## config.mk

```make
export PLATFORM = sky130hd
export DESIGN_NAME = bus_master_arbiter
export DESIGN_NICKNAME = d
export VERILOG_FILES = /design/src/rtl/bus_arb_pkg.sv /design/src/rtl/bus_arb_lfsr.sv /design/src/rtl/bus_arb_scan_pick.sv /design/src/rtl/bus_arb_lru.sv /design/src/rtl/bus_arb_equal_pick.sv /design/src/rtl/bus_master_arbiter.sv
export SDC_FILE = /design/constraint.sdc
export NUM_CORES = 1
export LEC_CHECK = 0
export BUFFER_PORTS_ARGS = -buffer_cell sky130_fd_sc_hd__buf_4
export CAP_MARGIN = 20
export CORE_UTILIZATION = 40
export DETAILED_ROUTE_END_ITERATION = 16
export PLACE_DENSITY = 0.55
export SLEW_MARGIN = 10
export SYNTH_ARGS = -nofsm -noshare
export SYNTH_HDL_FRONTEND = slang
export SYNTH_HIERARCHICAL = 1
export SYNTH_SLANG_ARGS = --single-unit
```

## constraint.sdc

```tcl
create_clock -name clk -period 45.6 [get_ports clk]
set_input_delay 4.56 -clock clk [delete_from_list [all_inputs] [get_ports clk]]
set_output_delay 4.56 -clock clk [all_outputs]
set_load 0.01 [all_outputs]
```

## src/rtl/bus_arb_pkg.sv

```systemverilog
package bus_arb_pkg;

    typedef enum logic [1:0] {
        POL_ROTATE = 2'b00,
        POL_LRU    = 2'b01,
        POL_RANDOM = 2'b10,
        POL_EQUAL  = 2'b11
    } policy_e;

    typedef enum logic [1:0] {
        ST_IDLE  = 2'b00,
        ST_AWAIT = 2'b01,
        ST_HOLD  = 2'b10
    } arb_state_e;

    localparam int RND_W = 16;

    function automatic int idx_width(input int n);
        return (n > 1) ? $clog2(n) : 1;
    endfunction

endpackage

```

## src/rtl/bus_arb_lfsr.sv

```systemverilog
module bus_arb_lfsr #(
    parameter logic [15:0] SEED = 16'hACE1
) (
    input  logic        clk,
    input  logic        rst,
    input  logic        step,
    output logic [15:0] value
);
    // An all-zero seed would lock the register; substitute a legal one.
    localparam logic [15:0] SAFE_SEED = (SEED == 16'h0000) ? 16'h0001 : SEED;

    logic feedback;

    // Taps 16, 15, 13, 4 give a maximal-length sequence.
    assign feedback = value[15] ^ value[14] ^ value[12] ^ value[3];

    always_ff @(posedge clk) begin
        if (rst) begin
            value <= SAFE_SEED;
        end else if (step) begin
            value <= {value[14:0], feedback};
        end
    end
endmodule

```

## src/rtl/bus_arb_scan_pick.sv

```systemverilog
// Circular first-set scan starting from a given index.
module bus_arb_scan_pick #(
    parameter int N  = 4,
    parameter int IW = 2
) (
    input  logic [N-1:0]  req,
    input  logic [IW-1:0] start,
    output logic          found,
    output logic [IW-1:0] idx
);
    logic [IW-1:0] cand;

    always_comb begin
        found = 1'b0;
        idx   = '0;
        cand  = '0;
        for (int k = 0; k < N; k++) begin
            cand = IW'((int'(start) + k) % N);
            if (!found && req[cand]) begin
                found = 1'b1;
                idx   = cand;
            end
        end
    end
endmodule

```

## src/rtl/bus_arb_lru.sv

```systemverilog
// Usage list: slot 0 is least recently used, slot N-1 most recently used.
module bus_arb_lru #(
    parameter int N  = 4,
    parameter int IW = 2
) (
    input  logic          clk,
    input  logic          rst,
    input  logic [N-1:0]  req,
    input  logic          update,
    input  logic [IW-1:0] used_idx,
    output logic          found,
    output logic [IW-1:0] idx
);
    logic [IW-1:0] order_q [N];
    logic [IW-1:0] order_d [N];
    logic [IW-1:0] pos;

    // Winner search from the least recently used end.
    always_comb begin
        found = 1'b0;
        idx   = '0;
        for (int k = 0; k < N; k++) begin
            if (!found && req[order_q[k]]) begin
                found = 1'b1;
                idx   = order_q[k];
            end
        end
    end

    // Move the used index to the tail and close the gap.
    always_comb begin
        pos = '0;
        for (int k = 0; k < N; k++) begin
            if (order_q[k] == used_idx) begin
                pos = IW'(k);
            end
        end
        for (int k = 0; k < N; k++) begin
            if (k < int'(pos)) begin
                order_d[k] = order_q[k];
            end else if (k < N - 1) begin
                order_d[k] = order_q[k + 1];
            end else begin
                order_d[k] = used_idx;
            end
        end
    end

    for (genvar g = 0; g < N; g++) begin : g_slot
        always_ff @(posedge clk) begin
            if (rst) begin
                order_q[g] <= IW'(g);
            end else if (update) begin
                order_q[g] <= order_d[g];
            end
        end
    end
endmodule

```

## src/rtl/bus_arb_equal_pick.sv

```systemverilog
// Picks the pending requester whose ascending rank equals rnd mod count.
module bus_arb_equal_pick #(
    parameter int N  = 4,
    parameter int IW = 2
) (
    input  logic [N-1:0]  req,
    input  logic [15:0]   rnd,
    output logic          found,
    output logic [IW-1:0] idx
);
    localparam int CW = $clog2(N + 1);

    logic [CW-1:0] count;
    logic [CW-1:0] target;
    logic [CW-1:0] rank;

    always_comb begin
        count = '0;
        for (int k = 0; k < N; k++) begin
            count = count + CW'(req[k]);
        end
    end

    always_comb begin
        target = '0;
        if (count != '0) begin
            target = CW'(rnd % 16'(count));
        end
        found = 1'b0;
        idx   = '0;
        rank  = '0;
        for (int k = 0; k < N; k++) begin
            if (req[k]) begin
                if (!found && rank == target) begin
                    found = 1'b1;
                    idx   = IW'(k);
                end
                rank = rank + CW'(1);
            end
        end
    end
endmodule

```

## src/rtl/bus_master_arbiter.sv

```systemverilog
module bus_master_arbiter #(
    parameter int          NUM_MASTERS = 4,
    parameter logic [15:0] LFSR_SEED   = 16'hACE1
) (
    input  logic                   clk,
    input  logic                   rst,
    input  logic [NUM_MASTERS-1:0] req,
    input  logic                   busy,
    input  logic [1:0]             mode,
    output logic [NUM_MASTERS-1:0] grant
);
    import bus_arb_pkg::*;

    localparam int IW = idx_width(NUM_MASTERS);

    arb_state_e             state_q, state_d;
    logic [NUM_MASTERS-1:0] grant_q;
    logic [IW-1:0]          win_q;
    logic [IW-1:0]          rot_ptr_q;
    logic [15:0]            rnd_val;
    logic [IW-1:0]          rnd_start;
    policy_e                policy;

    logic          rot_found, rnd_found, lru_found, eq_found, pick_found;
    logic [IW-1:0] rot_idx, rnd_idx, lru_idx, eq_idx, pick_idx;
    logic          arb_fire;
    logic          release_w;

    assign policy    = policy_e'(mode);
    assign rnd_start = IW'(int'(rnd_val) % NUM_MASTERS);

    // Policy pickers
    bus_arb_scan_pick #(.N(NUM_MASTERS), .IW(IW)) rot_pick_i (
        .req   (req),
        .start (rot_ptr_q),
        .found (rot_found),
        .idx   (rot_idx)
    );

    bus_arb_scan_pick #(.N(NUM_MASTERS), .IW(IW)) rnd_pick_i (
        .req   (req),
        .start (rnd_start),
        .found (rnd_found),
        .idx   (rnd_idx)
    );

    bus_arb_lru #(.N(NUM_MASTERS), .IW(IW)) lru_i (
        .clk      (clk),
        .rst      (rst),
        .req      (req),
        .update   (release_w),
        .used_idx (win_q),
        .found    (lru_found),
        .idx      (lru_idx)
    );

    bus_arb_equal_pick #(.N(NUM_MASTERS), .IW(IW)) eq_pick_i (
        .req   (req),
        .rnd   (rnd_val),
        .found (eq_found),
        .idx   (eq_idx)
    );

    bus_arb_lfsr #(.SEED(LFSR_SEED)) lfsr_i (
        .clk   (clk),
        .rst   (rst),
        .step  (release_w),
        .value (rnd_val)
    );

    always_comb begin
        unique case (policy)
            POL_ROTATE: begin pick_found = rot_found; pick_idx = rot_idx; end
            POL_LRU:    begin pick_found = lru_found; pick_idx = lru_idx; end
            POL_RANDOM: begin pick_found = rnd_found; pick_idx = rnd_idx; end
            POL_EQUAL:  begin pick_found = eq_found;  pick_idx = eq_idx;  end
        endcase
    end

    assign arb_fire  = (state_q == ST_IDLE) && !busy && pick_found;
    assign release_w = (state_q == ST_HOLD) && !busy;

    // State register
    always_ff @(posedge clk) begin
        if (rst) begin
            state_q <= ST_IDLE;
        end else begin
            state_q <= state_d;
        end
    end

    // Transitions: arbitrate, claim, release
    always_comb begin
        state_d = state_q;
        unique case (state_q)
            ST_IDLE:  if (arb_fire) state_d = ST_AWAIT;
            ST_AWAIT: if (busy)     state_d = ST_HOLD;
            ST_HOLD:  if (!busy)    state_d = ST_IDLE;
            default:                state_d = ST_IDLE;
        endcase
    end

    // Outputs: registered one-hot grant and remembered winner
    always_ff @(posedge clk) begin
        if (rst) begin
            grant_q <= '0;
            win_q   <= '0;
        end else if (arb_fire) begin
            grant_q <= NUM_MASTERS'(1) << pick_idx;
            win_q   <= pick_idx;
        end else if (release_w) begin
            grant_q <= '0;
        end
    end

    // Rotation: previous lowest becomes highest after each tenure
    always_ff @(posedge clk) begin
        if (rst) begin
            rot_ptr_q <= '0;
        end else if (release_w) begin
            rot_ptr_q <= (rot_ptr_q == '0) ? IW'(NUM_MASTERS - 1) : rot_ptr_q - IW'(1);
        end
    end

    assign grant = grant_q;
endmodule

```

==> flow_metrics.env, run 1 <==
export IMPL_outcome="complete, no violations"
export IMPL_clock_root_buffer="sky130_fd_sc_hd__clkbuf_16"
export IMPL_drv_max_cap_violation_count=0
export IMPL_yosys_area_top_type="sky130_fd_sc_hd__ha_1"
export IMPL_share_of_yosys_cell_area_claimed_by_the_top_area_cell_type_pct=9.65
export IMPL_min_period_over_period_pct=86.6
export IMPL_path_common_cell="sky130_fd_sc_hd__ha_1"
export IMPL_insertedDiodeCount=0
export IMPL_hold_buffers=0
export IMPL_synth_commonest_cells="94 x sky130_fd_sc_hd__nor2_1, 61 x sky130_fd_sc_hd__nand2_1, 52 x sky130_fd_sc_hd__ha_1, 48 x sky130_fd_sc_hd__a21oi_1, 43 x sky130_fd_sc_hd__o21ai_0"
export IMPL_globalRouteTotalUtil_pct=20.2
export IMPL_asyncSetResetFlopFracSynth_pct=0
export IMPL_count_of_endpoints_failing_setup_in_the_final_report=0
export IMPL_hold_path_class="flip-flop to flip-flop"
export IMPL_number_of_buffers_created_by_cts=5
export IMPL_port_buffers=12
export IMPL_setup_worst_path_end_class="flip-flop"
export IMPL_grt_overflow=0
export IMPL_multiInputGateArea_sq_mm=0.00571
export IMPL_drt_first_pass_iters=5
export IMPL_globalplace_congestion=0.844
export IMPL_fp_dieH_um=132
export IMPL_area_delta_synth_final_pct=6.81
export IMPL_timing_max_slew_rel_slack_pct=35.5
export IMPL_minimum_clock_period_ps=39490
export IMPL_ys_warn_count=6
export IMPL_worst_path_required_ps=45820
export IMPL_top_level_ports=13
export IMPL_via_count=6576
export IMPL_grt_max_degree=25
export IMPL_synth_top_cells_by_area="sky130_fd_sc_hd__ha_1 9.7%, sky130_fd_sc_hd__dfxtp_1 7.7%, sky130_fd_sc_hd__nor2_1 5.2%, sky130_fd_sc_hd__mux2i_1 4.3%, sky130_fd_sc_hd__a21oi_1 3.6%"
export IMPL_critical_path_top_delay_family="compound AO/OA/AOI/OAI gates"
export IMPL_critical_path_max_fanout=18
export IMPL_grt_first_pass_wirelength_um=29600
export IMPL_die_width_um=132
export IMPL_clock_insertion_delay_worst_skew_ps=280
export IMPL_cts_clk_slew_worst_paths_ps=60
export IMPL_routedLengthMet1_um=9180
export IMPL_rsz0062_at_grt="no"
export IMPL_seq_area_sq_um=761
export IMPL_syn_area_sq_mm=0.00674
export IMPL_timing_final_max_slew_violations=0
export IMPL_avgSynthCellArea_sq_um=7.61
export IMPL_tritoncts="done"
export IMPL_post_detailed_placement_cell_area_sq_mm=0.00701
export IMPL_launching_element_type_of_the_critical_path="primary input"
export IMPL_dpl_hpwl_um=14300
export IMPL_final_net_count=946
export IMPL_synth_edff_count=8
export IMPL_tns_ps=0
export IMPL_finalHoldViolations=0
export IMPL_core_footprint_sq_mm=0.0165
export IMPL_postRouteAntennaNets=0
export IMPL_fin_worst_skew_ps=10.7
export IMPL_average_wire_per_standard_cell_um=16.1
export IMPL_critPathSlowestCell="sky130_fd_sc_hd__or4b_1"
export IMPL_ys_ff_latch=34
export IMPL_yosys_cell_count_top_type="sky130_fd_sc_hd__nor2_1"
export IMPL_die_area_sq_mm=0.0174
export IMPL_post_route_cell_area_sq_mm=0.00720
export IMPL_antenna_violations_before_repair=0
export IMPL_cts_max_path_buffers=2
export IMPL_layout_drive_gt1_share_pct=10.7
export IMPL_yosysSeqAreaShare_pct=11.3
export IMPL_postCtsResizedCells=0
export IMPL_htree_num_levels=2
export IMPL_post_cts_buffers=0
export IMPL_crit_arrival_ps=39710
export IMPL_critPathKind="primary input to flip-flop"
export IMPL_route_met3_wl_um=383
export IMPL_synth_distinct_cells=106
export IMPL_postSynthCellCount=885
export IMPL_start_util_pct=40.8
export IMPL_cts_sinks=34
export IMPL_fmaxAchievable_mhz=25.3
export IMPL_vias_in_the_first_global_route=6021
export IMPL_drtIter0Drc=353
export IMPL_met2WireLength_um=8120
export IMPL_synthesis_nets=948
export IMPL_slew_worst_pin_ps=968
export IMPL_post_route_drc_count=0
export IMPL_routed_wirelength_um=17800
export IMPL_route_top_layer_used="met4"
export IMPL_synth_ff_type="sky130_fd_sc_hd__dfxtp_1"
export IMPL_vias_per_cell=5.96
export IMPL_total_of_fill_cells_in_the_finished_design=1702
export IMPL_worstPathBufferInverterCount=7
export IMPL_worst_path_largest_cell_delay_ps=680
export IMPL_rows=47
[cell usage in the layout (no fill, tap or decap), drive strengths merged, types with 23 or more instances in the layout]
| master | instances |
|---|---|
| a21oi | 50 |
| dfxtp | 26 |
| ha | 52 |
| inv | 39 |
| mux2i | 30 |
| nand2 | 63 |
| nand2b | 23 |
| nand3 | 23 |
| nor2 | 94 |
| nor3 | 34 |
| o21ai | 48 |
| xnor2 | 24 |
[metal layers]
layer / vias up / global-route usage [%]
li1: 3411 / -
met1: 3054 / 29.1
met2: 100 / 33.7
met3: 11 / 1.11
met4: 0 / 2.91
met5: - / 0
[cells by family (layout without fill, tap and decap cells)]
logic type	count (synthesis)	count (layout)	synth area share, %
DFF	34	34	11.3
muxes	44	44	8.08
and+or+nand+nor	352	352	27.9
buffers and inverters	64	63	4.03
AOI/OAI and AO/OA	297	297	32.9
xor gates and xnor gates	39	39	5.40
adders and majority gates	55	55	10.4
[final timing paths]
path / startpoint / end / slack (ps) / depth (start not counted)
setup reg to reg: lfsr_i/value[0]$_SDFFE_PP1P_ / win_q[1]$_SDFFE_PP0P_ / 11150 / 128
hold / removal: grant[2]$_SDFFE_PP0P_ / grant[2]$_SDFFE_PP0P_ / 480 / 2
setup / recovery: req[0] / win_q[1]$_SDFFE_PP0P_ / 6110 / 136
hold reg to reg: grant[2]$_SDFFE_PP0P_ / grant[2]$_SDFFE_PP0P_ / 480 / 2
[metrics by stage]
step | hold WS [ps] | std cells | setup WS [ps] | utilization (%)
3_5_place_dp | 474 | 1096 | 6080 | 42.4
3_3_place_gp | 478 | 1096 | 6430 | 42.4
5_1_grt | 507 | 1104 | 2530 | 43.6
6_report | 483 | 1104 | 6110 | 43.6
4_1_cts | 486 | 1104 | 6260 | 43.6
2_1_floorplan | 454 | 885 | 11780 | -
[worst reg2reg max path, delay by kind of cell (launching register included)]
kind,cells,cell delay [ps]
AO/OA/AOI/OAI,61,13750
buffers and inverters,2,180
flip-flops,1,400
multiplexers,7,2960
adder cells (fa/ha/maj),15,4510
AND/OR/NAND/NOR,43,12570
[registers in the layout, summed over array words and instances (netlist names)]
name           cells
lfsr_i/value      16
lru_i/order_q      8
grant              4
rot_ptr_q          2
state_q            2
win_q              2
[area by class of cell]
cell class                      instances  share of cell area, %
Multi-Input combinational cell        787                   79.3
Tap cell                              220                   3.82
Clock buffer                            6                   2.09
Sequential cell                        34                   10.6
Clock inverter                          2                  0.539
Inverter                               39                   2.03
Timing Repair Buffer                   16                   1.67
Power of run 1 is not shown: default switching activity piles up to over one toggle a cycle in this logic, so the estimate is an artifact.
==> run 2: changes to the inputs <==
==> constraint.sdc (replaced) <==
create_clock -name clk -period 45.6 [get_ports clk]
set_input_delay 0 -clock clk [delete_from_list [all_inputs] [get_ports clk]]
set_output_delay 0 -clock clk [all_outputs]
set_load 0.01 [all_outputs]
==> flow_metrics.env, run 2 (same netlist as run 1, synthesis figures left out) <==
export IMPL_outcome="complete, no violations"
export IMPL_core_footprint_sq_mm=0.0165
export IMPL_via_count=6636
export IMPL_dpl_hpwl_um=14100
export IMPL_post_route_cell_area_sq_mm=0.00720
export IMPL_reg2reg_depth=127
export IMPL_area_delta_synth_final_pct=6.78
export IMPL_cts_sinks=34
export IMPL_port_buffers=12
export IMPL_crit_arrival_ps=35160
export IMPL_fp_dieH_um=132
export IMPL_fmaxAchievable_mhz=28.6
export IMPL_path_common_cell="sky130_fd_sc_hd__ha_1"
export IMPL_grt_overflow=0
export IMPL_largest_reg_flops=16
export IMPL_htree_num_levels=2
export IMPL_cts_clk_slew_worst_paths_ps=60
export IMPL_drv_max_cap_violation_count=0
export IMPL_rows=47
export IMPL_worst_path_required_ps=45800
export IMPL_start_util_pct=40.8
export IMPL_finalHoldViolations=0
export IMPL_cts_max_path_buffers=2
export IMPL_fin_worst_skew_ps=4.06
export IMPL_tns_ps=0
export IMPL_critPathKind="primary input to flip-flop"
export IMPL_post_detailed_placement_cell_area_sq_mm=0.00700
export IMPL_count_of_endpoints_failing_setup_in_the_final_report=0
export IMPL_die_area_sq_mm=0.0174
export IMPL_most_common_cell_after_layout_fill_and_taps_aside="sky130_fd_sc_hd__nor2_1"
export IMPL_hold_path_class="primary input to flip-flop"
export IMPL_postRouteAntennaNets=0
export IMPL_minimum_clock_period_ps=34960
export IMPL_most_common_layout_cells="94 x sky130_fd_sc_hd__nor2_1, 61 x sky130_fd_sc_hd__nand2_1, 52 x sky130_fd_sc_hd__ha_1"
export IMPL_vias_in_the_first_global_route=5997
export IMPL_drtIter0Drc=423
export IMPL_tritoncts="done"
export IMPL_globalplace_congestion=0.830
export IMPL_worst_path_largest_cell_delay_ps=690
export IMPL_launching_element_type_of_the_critical_path="primary input"
export IMPL_drt_first_pass_iters=5
export IMPL_post_route_drc_count=0
export IMPL_number_of_buffers_created_by_cts=5
export IMPL_min_period_over_period_pct=76.7
export IMPL_rsz0062_at_grt="no"
export IMPL_ff2ff_setup_slack_ps=11180
export IMPL_routed_wirelength_um=17800
export IMPL_insertedDiodeCount=0
export IMPL_die_width_um=132
export IMPL_largest_register="lfsr_i/value"
export IMPL_setup_worst_path_end_class="flip-flop"
export IMPL_top_level_ports=13
export IMPL_multiInputGateArea_sq_mm=0.00571
export IMPL_timing_final_max_slew_violations=0
export IMPL_timing_max_slew_rel_slack_pct=34.2
export IMPL_globalRouteTotalUtil_pct=20.5
export IMPL_clock_root_buffer="sky130_fd_sc_hd__clkbuf_16"
export IMPL_hold_depth=2
export IMPL_clock_insertion_delay_worst_skew_ps=280
export IMPL_layout_drive_gt1_share_pct=10.6
export IMPL_critPathSlowestCell="sky130_fd_sc_hd__or4b_1"
export IMPL_antenna_violations_before_repair=0
export IMPL_vias_per_cell=6.01
export IMPL_average_wire_per_standard_cell_um=16.1
export IMPL_grt_first_pass_wirelength_um=30200
export IMPL_grt_max_degree=25
export IMPL_seq_area_sq_um=761
export IMPL_slew_worst_pin_ps=988
export IMPL_final_net_count=946
export IMPL_total_of_fill_cells_in_the_finished_design=1671
export IMPL_critical_path_max_fanout=18
[run 2: cell count changes in the layout (fill, tap and decap cells not counted), sizes merged]
| cell | change |
|---|---|
| bufinv | -1 |
| clkbuf | +1 |
| buf | -1 |
| dlygate4sd3 | +1 |
[run 2: through the flow]
step,std cells,hold slack [ps],setup slack (ps),utilization (%)
global route,1104,80.7,7010,43.5
detailed placement,1095,204,10590,42.4
global placement,1095,194,10890,42.4
finish,1104,66.1,10640,43.5
floorplan,885,69.1,16340,-
CTS,1104,65.7,10810,43.5
[run 2: worst max-delay path: cells and delay by family]
kind	cells	cell delay, ps
mux	6	2760
fa+ha+maj	18	5780
buf+inv	7	760
simple gates	41	11360
compound gates	63	14390
[run 2: area by class of cell]
cell class / count / share of cell area [%]
clock buffer: 7 / 2.43
clock inverter: 1 / 0.122
inverter: 39 / 2.03
multi-input combinational: 787 / 79.3
sequential: 34 / 10.6
tap: 220 / 3.83
timing repair buffer: 16 / 1.70
[run 2: metal layers]
layer | vias to the layer above | track usage, % | share of wire (%)
met5 | - | 0 | 0
li1 | 3414 | - | -
met1 | 3097 | 29.7 | 51
met4 | 0 | 3.75 | 1.0
met3 | 13 | 1.38 | 2.6
met2 | 112 | 33.5 | 46
[run 2: worst paths after layout]
kind | startpoint | to
hold / removal | rst | lfsr_i/value[12]$_SDFFE_PP0P_
hold reg to reg | grant[1]$_SDFFE_PP0P_ | grant[1]$_SDFFE_PP0P_
setup / recovery | req[0] | win_q[0]$_SDFFE_PP0P_
setup reg to reg | lfsr_i/value[0]$_SDFFE_PP1P_ | win_q[0]$_SDFFE_PP0P_
[run 2: timing repair]
action	CTS	global route
gates resized for setup	0	0
hold buffers	1	0
endpoints found under the hold margin	2	0
setup buffers	0	0
Power of run 2 is left out for the same reason.
